## src/rtl/clkdiv_sync_pkg.sv

```systemverilog
package clkdiv_sync_pkg;

    // Largest division is 2**MAX_LOG.
    localparam int unsigned MAX_LOG = 2;
    localparam int unsigned PH_W    = MAX_LOG;

    typedef enum logic {
        SYNC_SLIP = 1'b0,
        SYNC_ZERO = 1'b1
    } sync_mode_e;

    typedef enum logic [1:0] {
        DIV_BY1 = 2'd0,
        DIV_BY2 = 2'd1,
        DIV_BY4 = 2'd2
    } div_mode_e;

    typedef enum logic {
        ARM_IDLE  = 1'b0,
        ARM_COUNT = 1'b1
    } arm_state_e;

    // Select codes above the largest ratio saturate to it.
    function automatic div_mode_e decode_ratio(input logic [1:0] sel);
        if (sel > 2'(MAX_LOG)) begin
            return div_mode_e'(2'(MAX_LOG));
        end
        return div_mode_e'(sel);
    endfunction

endpackage

```

## src/rtl/cds_arm.sv

```systemverilog
module cds_arm
    import clkdiv_sync_pkg::*;
#(
    parameter int unsigned LAT_EDGES = 3
) (
    input  logic clk_i,
    input  logic rst_ni,
    input  logic en_i,
    input  logic req_i,
    output logic fire_o
);

    localparam int unsigned CNT_W = $clog2(LAT_EDGES);
    localparam logic [CNT_W-1:0] RELOAD = CNT_W'(LAT_EDGES - 3);

    logic             smp_q;
    logic             smp_d;
    logic             rise;
    arm_state_e       state_q;
    arm_state_e       state_n;
    logic [CNT_W-1:0] cnt_q;
    logic [CNT_W-1:0] cnt_n;

    // Request sampler and edge detector
    always_ff @(posedge clk_i or negedge rst_ni) begin
        if (!rst_ni) begin
            smp_q <= 1'b0;
            smp_d <= 1'b0;
        end else begin
            smp_q <= req_i;
            smp_d <= smp_q;
        end
    end

    assign rise = smp_q & ~smp_d;

    // State register
    always_ff @(posedge clk_i or negedge rst_ni) begin
        if (!rst_ni) begin
            state_q <= ARM_IDLE;
            cnt_q   <= '0;
        end else begin
            state_q <= state_n;
            cnt_q   <= cnt_n;
        end
    end

    // Next-state logic: bypass, arm / rearm, count, fire
    always_comb begin
        state_n = state_q;
        cnt_n   = cnt_q;
        if (!en_i) begin
            state_n = ARM_IDLE;
            cnt_n   = '0;
        end else if (rise) begin
            state_n = ARM_COUNT;
            cnt_n   = RELOAD;
        end else begin
            unique case (state_q)
                ARM_IDLE: begin
                    state_n = ARM_IDLE;
                end
                ARM_COUNT: begin
                    if (cnt_q == '0) begin
                        state_n = ARM_IDLE;
                    end else begin
                        cnt_n = cnt_q - 1'b1;
                    end
                end
                default: state_n = ARM_IDLE;
            endcase
        end
    end

    // Output logic
    always_comb begin
        fire_o = 1'b0;
        unique case (state_q)
            ARM_IDLE:  fire_o = 1'b0;
            ARM_COUNT: fire_o = en_i && !rise && (cnt_q == '0);
            default:   fire_o = 1'b0;
        endcase
    end

    // A held-high request never re-arms an idle machine.
    p_held_no_rearm_r8: assert property (@(posedge clk_i) disable iff (!rst_ni)
        (smp_q && smp_d && state_q == ARM_IDLE) |=> (state_q == ARM_IDLE));

    // A detected edge always loads the full countdown.
    p_arm_load_r9: assert property (@(posedge clk_i) disable iff (!rst_ni)
        (rise && en_i) |=> (state_q == ARM_COUNT && cnt_q == RELOAD));

    // Bypass keeps the machine quiet.
    p_bypass_idle_r4: assert property (@(posedge clk_i) disable iff (!rst_ni)
        !en_i |=> (state_q == ARM_IDLE));

endmodule

```

## src/rtl/cds_phase.sv

```systemverilog
module cds_phase
    import clkdiv_sync_pkg::*;
(
    input  logic       clk_i,
    input  logic       rst_ni,
    input  div_mode_e  div_i,
    input  sync_mode_e mode_i,
    input  logic       fire_i,
    output logic       level_o
);

    logic [PH_W-1:0] phase_q;
    logic [PH_W-1:0] phase_n;
    logic [PH_W-1:0] last;

    assign last = PH_W'((32'd1 << div_i) - 32'd1);

    always_ff @(posedge clk_i or negedge rst_ni) begin
        if (!rst_ni) begin
            phase_q <= '0;
        end else begin
            phase_q <= phase_n;
        end
    end

    always_comb begin
        if (div_i == DIV_BY1) begin
            phase_n = '0;
        end else if (fire_i && mode_i == SYNC_ZERO) begin
            phase_n = '0;
        end else if (fire_i) begin
            phase_n = (phase_q > last) ? '0 : phase_q;
        end else begin
            phase_n = (phase_q >= last) ? '0 : phase_q + 1'b1;
        end
    end

    // High during the upper half of the cycle.
    always_comb begin
        unique case (div_i)
            DIV_BY1: level_o = 1'b0;
            DIV_BY2: level_o = phase_q[0];
            default: level_o = phase_q[PH_W-1];
        endcase
    end

    p_phase_range_r3: assert property (@(posedge clk_i) disable iff (!rst_ni)
        $stable(last) |-> (phase_q <= last));

    p_zero_applied_r7: assert property (@(posedge clk_i) disable iff (!rst_ni)
        (fire_i && mode_i == SYNC_ZERO && div_i != DIV_BY1) |=> (phase_q == '0));

    p_slip_hold_r6: assert property (@(posedge clk_i) disable iff (!rst_ni)
        (fire_i && mode_i == SYNC_SLIP && div_i != DIV_BY1 && phase_q <= last)
        |=> (phase_q == $past(phase_q)));

endmodule

```

## src/rtl/clkdiv_sync.sv

```systemverilog
module clkdiv_sync
    import clkdiv_sync_pkg::*;
#(
    parameter int unsigned SYNC_LAT = 3
) (
    input  logic       clk_in,
    input  logic       rst_n,
    input  logic [1:0] ratio_sel,
    input  logic       sync_mode,
    input  logic       sync_align,
    output logic       clk_out,
    output logic       sync_done
);

    div_mode_e  div_mode;
    sync_mode_e mode;
    logic       fire;
    logic       level;
    logic       done_q;

    assign div_mode = decode_ratio(ratio_sel);
    assign mode     = sync_mode_e'(sync_mode);

    cds_arm #(
        .LAT_EDGES(SYNC_LAT)
    ) u_arm (
        .clk_i (clk_in),
        .rst_ni(rst_n),
        .en_i  (div_mode != DIV_BY1),
        .req_i (sync_align),
        .fire_o(fire)
    );

    cds_phase u_phase (
        .clk_i  (clk_in),
        .rst_ni (rst_n),
        .div_i  (div_mode),
        .mode_i (mode),
        .fire_i (fire),
        .level_o(level)
    );

    always_ff @(posedge clk_in or negedge rst_n) begin
        if (!rst_n) begin
            done_q <= 1'b0;
        end else begin
            done_q <= fire;
        end
    end

    assign sync_done = done_q;
    assign clk_out   = (div_mode == DIV_BY1) ? clk_in : level;

    p_strobe_single_r5: assert property (@(posedge clk_in) disable iff (!rst_n)
        sync_done |=> !sync_done);

    p_bypass_no_strobe_r4: assert property (@(posedge clk_in) disable iff (!rst_n)
        (div_mode == DIV_BY1 && $past(div_mode == DIV_BY1)) |-> !sync_done);

endmodule

```

## config.mk

```make
export PLATFORM = sky130hd
export DESIGN_NAME = clkdiv_sync
export DESIGN_NICKNAME = d
export VERILOG_FILES = /design/src/rtl/clkdiv_sync_pkg.sv /design/src/rtl/cds_arm.sv /design/src/rtl/cds_phase.sv /design/src/rtl/clkdiv_sync.sv
export SDC_FILE = /design/constraint.sdc
export NUM_CORES = 1
export LEC_CHECK = 0
export BUFFER_PORTS_ARGS = -buffer_cell sky130_fd_sc_hd__buf_2
export CORE_AREA = 2 2 39 41
export DETAILED_ROUTE_END_ITERATION = 16
export DIE_AREA = 0 0 41 43
export GPL_TIMING_DRIVEN = 1
export PLACE_DENSITY = 0.61
export SKIP_CTS_REPAIR_TIMING = 1
export SKIP_LAST_GASP = 1
export SLEW_MARGIN = 10
export SYNTH_ARGS = -nofsm -noshare
export SYNTH_HDL_FRONTEND = slang
export SYNTH_SLANG_ARGS = --single-unit
```

## constraint.sdc

```tcl
create_clock -name clk_in -period 2.3 [get_ports clk_in]
set_clock_uncertainty 0.1 [all_clocks]
set_input_delay 0.345 -clock clk_in [delete_from_list [all_inputs] [get_ports clk_in]]
set_output_delay 0.345 -clock clk_in [all_outputs]
set_load 0.01 [all_outputs]
```

==> out/results.ini <==
[status]
status = completed

[worst_setup_path]
critical_path_class = clk2out
critical_path.startpoint_type = clock port
worst_setup_path_end_kind = primary output
worstPathArrival_ns = 1.72
path_max_fanout = 2
worst_r2r_path_depth = 6
cp_data_required_time_ns = 1.86

[layout]
ff_latch_area_um2 = 200
num-fill-cells = 142
most-common-layout-cells = dfrtp_1, buf_2, clkbuf_4, inv_1, nor2_1
layout_commonest_cell = dfrtp_1
finish.instance_area_um2 = 553
share_of_cells_above_drive_strength_1_pct = 29.8
num_antenna_cells = 0
multi_input_area_um2 = 214
net_count_final = 68
synthToLayoutAreaGrowth_pct = 27.7

[hold_path]
hold-path-cell-count = 3
hold_path_class = in2reg

[global_routing]
first_pass_grt_wire_length_mm = 1.18
global_route.overflow_total = 0
grt_use_total_pct = 11.4
initial_antenna_violation_count = 0
grt_start_max_net_pins = 9
number_of_global_route_vias_before_repair = 359

[floorplan]
core-area_um2 = 1380
die_h_um = 43
die_w_um = 41
floorplan.io_pins = 8
placement_rows = 14
die_area_um2 = 1760
initial_utilization_pct = 31.3

[routing]
remaining_routing_drc_violations = 0
route.antenna.remaining_nets = 0
drtPass1Iterations = 2
average_detailed_routed_wire_length_per_instance_um = 9.66
post_drt_via_cell_ratio = 4.53
routed-via-count = 331
drt_wl_total_um = 705
dr.first_iter.drc_count = 2

[sta]
maxSlewHeadroom_pct = 72.7
worst_slew_pin_slew_ns = 0.407
finalSetupTns_ns = 0
rsz0062_at_grt = false
report.final.setup_viol = 0
post-route-worst-setup-slack_ns = 0.131
final-max-slew-violation-count = 0
report.final.hold_viol_count = 0

[synthesis]
seq_area_frac_synth_pct = 46.2
synth.lib_cells_used.distinct = 18
yosysWarnings = 0
post_synth_instance_area_um2 = 433
syn_area_per_cell_um2 = 10.3
synth_cells = 42
synth_seq_cells = 8
synth.net_count = 51

[cts]
path_clk_slew_ns = 0.05
worst_skew_late_latency_ns = 0.35
cts_tree = built

[placed_design]
placement.cell_area_um2 = 488
dp.final_hpwl_um = 534
dpl_ws_ns = 0.346
placement.io_buffers = 7
globalplace.congestion = 0.743

[run]
cap_violations = 0

[pwr]
ir_worst_vdd_v = 0.000305
powerDensity_nw_per_um2 = 918
power.leakage_nw = 0.272

kinds of logic after synthesis:
logic type / synth area share (%)
flops: 46.2
fa+ha+maj: 8.67
buf+inv: 4.34
simple gates: 24.0
mux: 2.31
xor+xnor: 2.02
compound gates: 12.4
final timing paths:
path	startpoint	to	slack [ns]
max	clk_in	clk_out	0.13
min	ratio_sel[0]	u_arm.state_q	0.18
max reg2reg	u_phase.phase_q[0]	u_phase.phase_q[1]	0.58
min reg2reg	u_arm.smp_q	u_arm.smp_d	0.28
max in group asynchronous	rst_n	u_phase.phase_q[1]	1.66
min in group asynchronous	rst_n	u_arm.cnt_q[1]	0.28
worst max-delay path, cell delays in order:
cell      delay, ns
clkbuf_4       0.11
clkbuf_4       0.12
mux2i_1        0.11
o21ai_0        0.09
buf_2          0.14
power breakdown:
| part | internal (mW) | leakage, nW | switching, mW |
|---|---|---|---|
| sequential | 0.160 | 0.104 | 0.0189 |
| clock | 0.130 | 0.0399 | 0.0726 |
| combinational | 0.0668 | 0.128 | 0.0596 |
| total | 0.356 | 0.272 | 0.151 |
cells in the mapped netlist (all sizes together):
library cell | number | area (um2)
nor2b | 3 | 18.8
a211oi | 2 | 15.0
xnor2 | 1 | 8.76
nand2b | 2 | 12.5
a211o | 1 | 10.0
nor4 | 1 | 21.3
nor2 | 5 | 21.3
nand2 | 3 | 11.3
dfrtp | 8 | 200
inv | 5 | 18.8
mux2i | 1 | 10.0
nor3 | 2 | 10.0
a21o | 2 | 15.0
a2bb2oi | 1 | 8.76
or2 | 1 | 8.76
o21ai | 1 | 5.00
ha | 3 | 37.5
metal layers:
layer / share of wire [%] / routed length, um / global-route usage, %
met5: 0 / 0 / 0
met4: 2.7 / 19 / 14.7
met3: 6.4 / 45 / 9.95
met2: 49 / 342 / 12.2
met1: 42 / 299 / 10.8
area by class of cell:
cell class                      count  area share, %
Clock buffer                        7           9.05
Inverter                            5           3.39
Multi-Input combinational cell     29           38.7
Sequential cell                     8           36.2
Tap cell                           16           3.62
Timing Repair Buffer                8           9.05
sequential cells by signal (all words and copies together), names as in the netlist:
register         cells
u_arm.cnt_q          2
sync_done            1
u_arm.smp_d          1
u_phase.phase_q      2
u_arm.state_q        1
u_arm.smp_q          1
metrics by stage:
stage | total power, mW | instances | util [%] | hold WS, ns
after floorplan | 0.295 | 42 | - | -0.0506
after global placement | 0.328 | 65 | 35.3 | 0.0918
after detailed placement | 0.330 | 65 | 35.3 | 0.0896
after CTS | 0.517 | 71 | 38.5 | -0.289
after global routing | 0.557 | 73 | 40.0 | 0.176
final | 0.507 | 73 | 40.0 | 0.178
Note: power is estimated with default switching activity, not from simulation.
